<file path="src/rtl/lpm_pkg.sv">
`timescale 1ns/1ps
package lpm_pkg;

    localparam int unsigned NUM_WAKE = 4;
    localparam int unsigned W_TMR = 0;
    localparam int unsigned W_WDT = 1;
    localparam int unsigned W_RTC = 2;
    localparam int unsigned W_EXT = 3;

    typedef enum logic [2:0] {
        MODE_RUN    = 3'd0,
        MODE_SLEEP  = 3'd1,
        MODE_DSLEEP = 3'd2,
        MODE_PDOWN  = 3'd3,
        MODE_DPDOWN = 3'd4
    } lpm_mode_e;

    typedef enum logic [1:0] {
        ST_RUN     = 2'd0,
        ST_LOWP    = 2'd1,
        ST_DOMUP   = 2'd2,
        ST_RESTART = 2'd3
    } lpm_state_e;

    typedef struct packed {
        lpm_state_e            st;
        lpm_mode_e             mode;
        logic [2:0]            last;
        logic [NUM_WAKE-1:0]   src;
    } lpm_regs_t;

    function automatic logic [NUM_WAKE-1:0] wake_mask(lpm_mode_e m);
        logic [NUM_WAKE-1:0] msk;
        msk = '0;
        case (m)
            MODE_SLEEP: begin
                msk[W_TMR] = 1'b1;
                msk[W_RTC] = 1'b1;
                msk[W_EXT] = 1'b1;
            end
            MODE_DSLEEP: begin
                msk[W_WDT] = 1'b1;
                msk[W_RTC] = 1'b1;
                msk[W_EXT] = 1'b1;
            end
            MODE_PDOWN, MODE_DPDOWN: begin
                msk[W_RTC] = 1'b1;
                msk[W_EXT] = 1'b1;
            end
            default: msk = '0;
        endcase
        return msk;
    endfunction

endpackage

</file>
<file path="src/rtl/lpm_wake_filter.sv">
`timescale 1ns/1ps
module lpm_wake_filter
    import lpm_pkg::*;
(
    input  lpm_mode_e              mode_i,
    input  logic [NUM_WAKE-1:0]    raw_i,
    output logic [NUM_WAKE-1:0]    legal_o,
    output logic                   any_o
);
    always_comb begin
        legal_o = raw_i & wake_mask(mode_i);
        any_o   = |legal_o;
    end
endmodule

</file>
<file path="src/rtl/lpm_flash_timer.sv">
`timescale 1ns/1ps
module lpm_flash_timer #(
    parameter int unsigned CYC = 100
) (
    input  logic clk_i,
    input  logic rst_ni,
    input  logic start_i,
    input  logic arm_i,
    output logic done_o
);
    localparam int unsigned CW = (CYC < 2) ? 1 : $clog2(CYC);
    localparam logic [CW-1:0] LOAD = CW'(CYC - 1);

    logic [CW-1:0] cnt_d, cnt_q;

    always_comb begin
        cnt_d = cnt_q;
        if (start_i) begin
            cnt_d = arm_i ? LOAD : '0;
        end else if (cnt_q != '0) begin
            cnt_d = cnt_q - 1'b1;
        end
    end

    always_ff @(posedge clk_i or negedge rst_ni) begin
        if (!rst_ni) cnt_q <= '0;
        else         cnt_q <= cnt_d;
    end

    assign done_o = (cnt_q == '0);
endmodule

</file>
<file path="src/rtl/lpm_power_decode.sv">
`timescale 1ns/1ps
module lpm_power_decode
    import lpm_pkg::*;
(
    input  lpm_state_e st_i,
    input  lpm_mode_e  mode_i,
    output logic       core_o,
    output logic       flash_o,
    output logic       pll_o,
    output logic       dom_o
);
    always_comb begin
        core_o  = 1'b0;
        flash_o = 1'b1;
        pll_o   = 1'b1;
        dom_o   = 1'b1;
        case (st_i)
            ST_RUN: core_o = 1'b1;
            ST_LOWP: begin
                case (mode_i)
                    MODE_SLEEP: ;
                    MODE_DSLEEP: pll_o = 1'b0;
                    MODE_PDOWN: begin
                        pll_o   = 1'b0;
                        flash_o = 1'b0;
                    end
                    default: begin
                        pll_o   = 1'b0;
                        flash_o = 1'b0;
                        dom_o   = 1'b0;
                    end
                endcase
            end
            ST_DOMUP: begin
                pll_o   = 1'b0;
                flash_o = 1'b0;
            end
            default: ;
        endcase
    end
endmodule

</file>
<file path="src/rtl/lpm_seq.sv">
`timescale 1ns/1ps
module lpm_seq
    import lpm_pkg::*;
#(
    parameter int unsigned FLASH_WAKE_CYC = 100
) (
    input  logic       clk_i,
    input  logic       rst_ni,
    input  logic [2:0] mode_req_i,
    input  logic       enter_i,
    input  logic       dbg_active_i,
    input  logic       wake_tmr_i,
    input  logic       wake_wdt_i,
    input  logic       wake_rtc_i,
    input  logic       wake_ext_i,
    input  logic       pll_lock_i,
    output logic       core_clk_en_o,
    output logic       flash_pwr_en_o,
    output logic       pll_pwr_en_o,
    output logic       dom_pwr_en_o,
    output logic [2:0] last_mode_o,
    output logic [3:0] wake_src_o
);
    lpm_regs_t r_d, r_q;

    logic [NUM_WAKE-1:0] raw_wake;
    logic [NUM_WAKE-1:0] legal_wake;
    logic                wake_any;
    logic                tmr_start, tmr_arm, tmr_done;
    logic                req_ok, req_deep;

    always_comb begin
        raw_wake        = '0;
        raw_wake[W_TMR] = wake_tmr_i;
        raw_wake[W_WDT] = wake_wdt_i;
        raw_wake[W_RTC] = wake_rtc_i;
        raw_wake[W_EXT] = wake_ext_i;
    end

    lpm_wake_filter u_filt (
        .mode_i  (r_q.mode),
        .raw_i   (raw_wake),
        .legal_o (legal_wake),
        .any_o   (wake_any)
    );

    lpm_flash_timer #(.CYC(FLASH_WAKE_CYC)) u_ftmr (
        .clk_i   (clk_i),
        .rst_ni  (rst_ni),
        .start_i (tmr_start),
        .arm_i   (tmr_arm),
        .done_o  (tmr_done)
    );

    lpm_power_decode u_dec (
        .st_i    (r_q.st),
        .mode_i  (r_q.mode),
        .core_o  (core_clk_en_o),
        .flash_o (flash_pwr_en_o),
        .pll_o   (pll_pwr_en_o),
        .dom_o   (dom_pwr_en_o)
    );

    always_comb begin
        req_ok   = (mode_req_i >= 3'd1) && (mode_req_i <= 3'd4);
        req_deep = (mode_req_i >= 3'd2);
        r_d       = r_q;
        tmr_start = 1'b0;
        tmr_arm   = 1'b0;
        case (r_q.st)
            ST_RUN: begin
                if (enter_i && req_ok && !(dbg_active_i && req_deep)) begin
                    r_d.st   = ST_LOWP;
                    r_d.mode = lpm_mode_e'(mode_req_i);
                    r_d.last = mode_req_i;
                end
            end
            ST_LOWP: begin
                if (wake_any) begin
                    r_d.src = legal_wake;
                    case (r_q.mode)
                        MODE_SLEEP: begin
                            r_d.st   = ST_RUN;
                            r_d.mode = MODE_RUN;
                        end
                        MODE_DPDOWN: r_d.st = ST_DOMUP;
                        default: begin
                            r_d.st    = ST_RESTART;
                            tmr_start = 1'b1;
                            tmr_arm   = (r_q.mode == MODE_PDOWN);
                        end
                    endcase
                end
            end
            ST_DOMUP: begin
                r_d.st    = ST_RESTART;
                tmr_start = 1'b1;
                tmr_arm   = 1'b1;
            end
            default: begin
                if (tmr_done && pll_lock_i) begin
                    r_d.st   = ST_RUN;
                    r_d.mode = MODE_RUN;
                end
            end
        endcase
    end

    always_ff @(posedge clk_i or negedge rst_ni) begin
        if (!rst_ni) begin
            r_q <= '{st: ST_RUN, mode: MODE_RUN, last: 3'd0, src: '0};
        end else begin
            r_q <= r_d;
        end
    end

    assign last_mode_o = r_q.last;
    assign wake_src_o  = r_q.src;
endmodule

</file>
<file path="config.mk">
export PLATFORM = sky130hd
export DESIGN_NAME = lpm_seq
export DESIGN_NICKNAME = d
export VERILOG_FILES = /design/src/rtl/lpm_pkg.sv /design/src/rtl/lpm_wake_filter.sv /design/src/rtl/lpm_flash_timer.sv /design/src/rtl/lpm_power_decode.sv /design/src/rtl/lpm_seq.sv
export SDC_FILE = /design/constraint.sdc
export NUM_CORES = 1
export LEC_CHECK = 0
export BUFFER_PORTS_ARGS = -buffer_cell sky130_fd_sc_hd__buf_2
export CORE_UTILIZATION = 25
export CTS_CLUSTER_DIAMETER = 150
export CTS_CLUSTER_SIZE = 8
export DETAILED_ROUTE_END_ITERATION = 6
export GPL_TIMING_DRIVEN = 0
export MAX_ROUTING_LAYER = met4
export SLEW_MARGIN = 20
export SYNTH_ARGS = -nofsm -noshare
export SYNTH_HDL_FRONTEND = slang
export SYNTH_SLANG_ARGS = --single-unit
</file>
<file path="constraint.sdc">
create_clock -name clk_i -period 3.2 [get_ports clk_i]
set_clock_uncertainty 0.05 [all_clocks]
set_input_delay 0.48 -clock clk_i [delete_from_list [all_inputs] [get_ports clk_i]]
set_output_delay 0.48 -clock clk_i [all_outputs]
set_load 0.01 [all_outputs]
</file>
==> results of run 1 <==
final cells by class:
type / count / area (um2) / share of cell area [%]
multi-input combinational: 93 / 714 / 45.8
sequential: 19 / 475 / 30.5
timing repair buffer: 22 / 110 / 7.06
tap: 70 / 87.6 / 5.62
buffer: 11 / 85.1 / 5.46
clock buffer: 4 / 45.0 / 2.89
inverter: 11 / 41.3 / 2.65
per-layer routing:
layer  vias to the layer above  track usage, %  wire, um
li1                        506               -         -
met1                       458            13.5      1260
met2                        15            16.6      1140
met3                         4            2.44        65
met4                         0            5.03        53
met5                         -               -         0
cells in the mapped netlist (all sizes together) (2+ instances only):
cell type / count / area, um2
xnor2: 3 / 26.3
inv: 11 / 41.3
dfrtp: 19 / 475
mux2: 3 / 33.8
a21oi: 3 / 15.0
mux2i: 4 / 40.0
and2: 2 / 13.8
nor3: 2 / 21.3
nor2b: 2 / 12.5
o21ai: 6 / 37.5
nand2: 16 / 60.1
nand3: 5 / 25.0
nor2: 14 / 60.1
o22a: 2 / 17.5
ha: 6 / 75.1
xor2: 5 / 43.8
buf: 11 / 85.1
cells by family after synthesis:
kind of cell             count (synthesis)  synth area share [%]
AND/OR/NAND/NOR                         47                  19.9
AO/OA/AOI/OAI                           25                  17.8
buffers and inverters                   22                  9.60
flip-flops                              19                  36.1
XOR/XNOR                                 8                  5.32
multiplexers                             7                  5.61
adder cells (fa/ha/maj)                  6                  5.70
flip-flops by register name (all words and copies together) (netlist names):
name / count
u_ftmr.cnt_q: 7
r_q: 5
wake_src_o: 4
last_mode_o: 3
worst max-delay path, cell delays in order (launching register included):
cell     delay (ns)
dfrtp_1        0.41
inv_1          0.10
ha_1           0.16
inv_1          0.09
a21oi_1        0.22
o21ai_0        0.14
buf_2          0.16
path summary, 6_finish.rpt:
path / start / end / depth (start not counted)
hold / removal: rst_ni / u_ftmr.cnt_q[5]$_DFFE_PN0P_ / 1
min in group clk_i: wake_ext_i / wake_src_o[3]$_DFFE_PN0P_ / 3
setup / recovery: r_q[11]$_DFFE_PN0P_ / dom_pwr_en_o / 6
max in group asynchronous: rst_ni / r_q[8]$_DFFE_PN0P_ / 1
hold reg to reg: wake_src_o[3]$_DFFE_PN0P_ / wake_src_o[3]$_DFFE_PN0P_ / 2
setup reg to reg: r_q[11]$_DFFE_PN0P_ / r_q[8]$_DFFE_PN0P_ / 7
report_power, final:
group          total (mW)  switching, mW  internal [mW]
registers           0.436         0.0831          0.353
clock network       0.170         0.0814         0.0885
logic               0.981          0.533          0.447
metrics by stage:
step / std cells / hold WS [ns]
final: 230 / 0.105
after global routing: 230 / 0.141
after CTS: 230 / 0.124
after detailed placement: 226 / 0.401
after global placement: 226 / 0.402
after floorplan: 134 / 0.134
==> reports/results.ini, run 1 <==
[yosys]
synth.cell_area_mm2 = 0.00132
yosysSeqAreaShare_pct = 36.1
syn-instance-count = 134
synth_nets = 152
synth.distinct_cells = 43
synth_ff_type = dfrtp_1
synth-edff-count = 0
syn_area_per_cell_um2 = 9.82
ys_warn_count = 0
synth_seq_cells = 19
synthArstFlopShare_pct = 100

[finish]
drive_above_1_share_pct = 32.5
area_delta_synth_final_pct = 18.4
fillers = 548
fin_util_pct = 30.7
fin_area_mm2 = 0.00156
layout_commonest_cell = buf_2
nets = 179
layout_common_cells = buf_2 (24), dfrtp_1 (19), nand2_1 (16)
antennaDiodeCount = 0

[floorplanning]
start_util_pct = 25.9
rows = 26
dieArea_mm2 = 0.00556
die_h_um = 74.6
ioPinCount = 23
fp.coreArea_mm2 = 0.00507
die_x_um = 74.6

[timing]
finalHoldViolCount = 0
slew_headroom_pct = 65.1
final-setup-viol-count = 0
rsz0062_at_grt = false
layout_min_cycle_time_ns = 2.06
setup_ws_ns = 1.14
drv_slew = 0
period_share_pct = 64.5
worst_pin_slew_ns = 0.510
clock.fmax_mhz = 485
fin_tns_setup_ns = 0

[drt]
drc = 0
first_pass_iters = 4
drt-total-wl_um = 2520
wire_per_inst_um = 11.0
routed_via_density = 4.27
vias = 983
drtIter0Drc = 35
ant_nets = 0

[clock_network]
postCtsHoldBufs = 0
clkLatencyLatePin_ns = 0.25
root_buffer = clkbuf_8
path_clk_slew_ns = 0.07
cts_tree = yes
post-cts-setup-buffers = 0
clk_path_buf_depth = 2
cts_sinks = 19
cts_resized = 0
htree_levels = 1
cts_buffers = 3

[worst_setup_path]
crit_type = reg2out
critPathLaunchType = register
end_kind = output pin
worstPathMaxFanout = 5
cp.arrival_ns = 1.53
rrSetupSlack_ns = 1.23
crit_required_ns = 2.67

[grt]
grt_usage_pct = 10.9
grt_max_degree = 20
grt_pass1_vias = 933
antenna_found_initial = 0
grt_pass1_wl_um = 4260
grt_overflow_total = 0

[place]
placed_area_mm2 = 0.00151
place_congestion = 0.776
preCtsSetupSlack_ns = 1.20
hpwl_um = 1930
portBuffers = 22

[power]
power_density_mw_per_mm2 = 1020
peakVddDrop_uv = 246
cellLeakagePower_nw = 0.712
total_power_mw = 1.59

[flow_run]
cap_violations = 0

[hold_path]
hp-class = in2async

[outcome]
run_status = finished clean

Power figures use the tool's default switching activity.
==> run 2, diff against run 1 <==
--- a/config.mk
+++ b/config.mk
@@ -5,6 +5,7 @@
 export SDC_FILE = /design/constraint.sdc
 export NUM_CORES = 1
 export LEC_CHECK = 0
+export ABC_AREA = 1
 export BUFFER_PORTS_ARGS = -buffer_cell sky130_fd_sc_hd__buf_2
 export CORE_UTILIZATION = 25
 export CTS_CLUSTER_DIAMETER = 150
==> constraint.sdc (replaced) <==
create_clock -name clk_i -period 2.2 [get_ports clk_i]
set_clock_uncertainty 0.05 [all_clocks]
set_input_delay 0.33 -clock clk_i [delete_from_list [all_inputs] [get_ports clk_i]]
set_output_delay 0.33 -clock clk_i [all_outputs]
set_load 0.01 [all_outputs]
==> reports/results.ini, run 2 <==
[yosys]
synth_seq_cells = 19  ; unchanged
synth-xor-area-share_pct = 3.40  ; -1.9 points
yosys.area_share.simple_pct = 31.4  ; +11 points
yosys-top-cells-count = nand2_1 (40), dfrtp_1 (19), inv_1 (17)
synth.distinct_cells = 26  ; -40%
yosys-top-cells-area = dfrtp_1 (37%), nand2_1 (12%), ha_1 (5.8%), inv_1 (5.0%), buf_4 (4.1%)
synth_compound_area_share_pct = 11.5  ; -6.3 points
synth_area_leader_cell = dfrtp_1
synth_nets = 178  ; +17%
synthMuxAreaShare_pct = 0  ; -5.6 points
yosys.area_share.adder_pct = 5.83  ; +0.12 points
yosysSeqAreaShare_pct = 36.9  ; +0.77 points
synth.cell_area_mm2 = 0.00129  ; -2.1%
syn_area_per_cell_um2 = 8.05  ; -18%
synth_top_family_by_area = simple AND/OR/NAND/NOR gates
syn-instance-count = 160  ; +19%
synthArstFlopShare_pct = 100  ; unchanged
synth_ff_type = dfrtp_1
yosysMostFrequentCell = nand2_1
synth-edff-count = 0  ; unchanged
ys_warn_count = 0  ; unchanged
synth.top_cell.area_share_pct = 36.9  ; +0.77 points

[worst_setup_path]
cp_top_family = flip-flops
cp.arrival_ns = 1.57  ; +0.04 ns
end_kind = output pin
slowest_stage = dfrtp_1
path_cells = inv_1 -> ha_1 -> inv_1 -> a21oi_1 -> buf_2
crit_required_ns = 1.82  ; -0.85 ns
rrSetupSlack_ns = 0.44  ; -0.79 ns
crit_type = reg2out
worstPathMaxFanout = 7  ; +2
worst-path-buf-inv = 3  ; unchanged
slowest_delay_ns = 0.41  ; about the same
critPathLaunchType = register
cpMostUsedCell = inv_1

[finish]
fin_util_pct = 31.7  ; +1.0 points
area_delta_synth_final_pct = 19.3
antennaDiodeCount = 0  ; unchanged
layout_commonest_cell = nand2_1
drive_above_1_share_pct = 34.8  ; +2.3 points
final_cells = 254  ; +10%
seq_area_um2 = 475  ; unchanged
regMostFlops = u_ftmr.cnt_q
fillers = 532  ; -2.9%
largest_reg_flops = 7  ; unchanged
layout_common_cells = nand2_1 (40), buf_2 (22), dfrtp_1 (19)
nets = 206  ; +15%
multi_input_area_um2 = 671  ; -6.1%

[timing]
drv_slew = 0  ; unchanged
layout_min_cycle_time_ns = 1.95
fin_tns_setup_ns = 0  ; unchanged
finalHoldViolCount = 0  ; unchanged
period_share_pct = 88.7
final-setup-viol-count = 0  ; unchanged
rsz0062_at_grt = false
setup_ws_ns = 0.248  ; -0.889 ns
clock.fmax_mhz = 512
worst_pin_slew_ns = 0.455  ; -0.0559 ns
slew_headroom_pct = 69.7  ; +4.6 points

[drt]
first_pass_iters = 4  ; unchanged
ant_nets = 0  ; unchanged
drtIter0Drc = 46  ; +31%
routed_via_density = 4.14  ; -3.1%
drc = 0  ; unchanged
drt-total-wl_um = 2400  ; -4.6%
vias = 1052  ; +7.0%
wire_per_inst_um = 9.46  ; -14%

[floorplanning]
start_util_pct = 26.6  ; +0.64 points
ioPinCount = 23  ; unchanged
die_x_um = 73.8  ; -1.0%
dieArea_mm2 = 0.00545  ; -2.0%
fp.coreArea_mm2 = 0.00485  ; -4.5%
rows = 25  ; -3.8%
die_h_um = 73.8  ; -1.0%

[power]
clkPwrFrac_pct = 39.2  ; +29 points
p_comb_share_pct = 4.3  ; -57 points
cellLeakagePower_nw = 0.840  ; +18%
swShare_pct = 20.9  ; -23 points
total_power_mw = 0.618  ; -61%
pwr-share-seq_pct = 56.5  ; +29 points
power_switching_mw = 0.129  ; -81%
internal-power_mw = 0.489  ; -45%
peakVddDrop_uv = 218  ; -12%
power_density_mw_per_mm2 = 402  ; -61%

[clock_network]
root_buffer = clkbuf_8
cts_tree = yes
clk_path_buf_depth = 2  ; unchanged
cts_resized = 0  ; unchanged
clkLatencyLatePin_ns = 0.25  ; about the same
cts_buffers = 3  ; unchanged
cts_sinks = 19  ; unchanged
post-cts-setup-buffers = 0  ; unchanged
htree_levels = 1  ; unchanged
postCtsHoldBufs = 1  ; +1
path_clk_slew_ns = 0.07  ; about the same

[place]
place_congestion = 0.767  ; -1.2%
preCtsSetupSlack_ns = 0.434  ; -0.766 ns
portBuffers = 22  ; unchanged
place_inst = 249  ; +10%
hpwl_um = 1910  ; -1.5%

[grt]
grt_overflow_total = 0  ; unchanged
grt_pass1_vias = 944  ; +1.2%
grt_max_degree = 20  ; unchanged
grt_usage_pct = 10.5  ; -0.31 points
grt_pass1_wl_um = 4260  ; unchanged
antenna_found_initial = 0  ; unchanged

[outcome]
run_status = finished clean

[flow_run]
cap_violations = 0  ; unchanged

[hold_path]
hp-class = in2reg

## run 2: cell type report
class                           count  area share, %
Buffer                              7           3.42
Clock buffer                        4           2.93
Inverter                           24           5.86
Multi-Input combinational cell    110           43.6
Sequential cell                    19           30.9
Tap cell                           67           5.45
Timing Repair Buffer               23           7.81
## run 2: tightest hold or removal path, cell delays in order
cell and delay (ns):
buf_2 0.08, nand2_1 0.07, nand2_1 0.06
## run 2: routing by layer
metal	GRT usage, %	vias up	share of wire (%)
li1	-	554	-
met1	14.3	474	52
met2	15.3	22	43
met3	3.16	2	4.6
met4	2.56	0	0.62
met5	-	-	0
## run 2: worst paths after layout
path	from	end	cells after the start
max reg2reg	r_q[11]$_DFFE_PN0P_	u_ftmr.cnt_q[0]$_DFFE_PN0P_	11
min	mode_req_i[0]	last_mode_o[0]$_DFFE_PN0P_	3
max	r_q[11]$_DFFE_PN0P_	pll_pwr_en_o	5
max in group asynchronous	rst_ni	u_ftmr.cnt_q[0]$_DFFE_PN0P_	2
min reg2reg	last_mode_o[1]$_DFFE_PN0P_	last_mode_o[1]$_DFFE_PN0P_	2
min in group asynchronous	rst_ni	u_ftmr.cnt_q[6]$_DFFE_PN0P_	2
## run 2: cell families after synthesis
group | count (synthesis)
AND/OR/NAND/NOR | 77
buffers and inverters | 31
AO/OA/AOI/OAI | 22
flip-flops | 19
adder cells (fa/ha/maj) | 6
XOR/XNOR | 5
## run 2: through the flow
step                      hold slack (ns)  area (um2)
after floorplan                   -0.0156        1290
after global placement              0.263        1480
after detailed placement            0.264        1480
after CTS                           0.270        1540
after global routing                0.301        1540
final                               0.275        1540
## run 2: power groups by stage
stage / combinational (mW) / sequential, mW / clock (mW)
detailed placement: 0.0262 / 0.356 / 0
global placement: 0.0260 / 0.356 / 0
finish: 0.0265 / 0.349 / 0.242
CTS: 0.0276 / 0.349 / 0.257
global route: 0.0305 / 0.349 / 0.276
floorplan: 0.00549 / 0.356 / 0
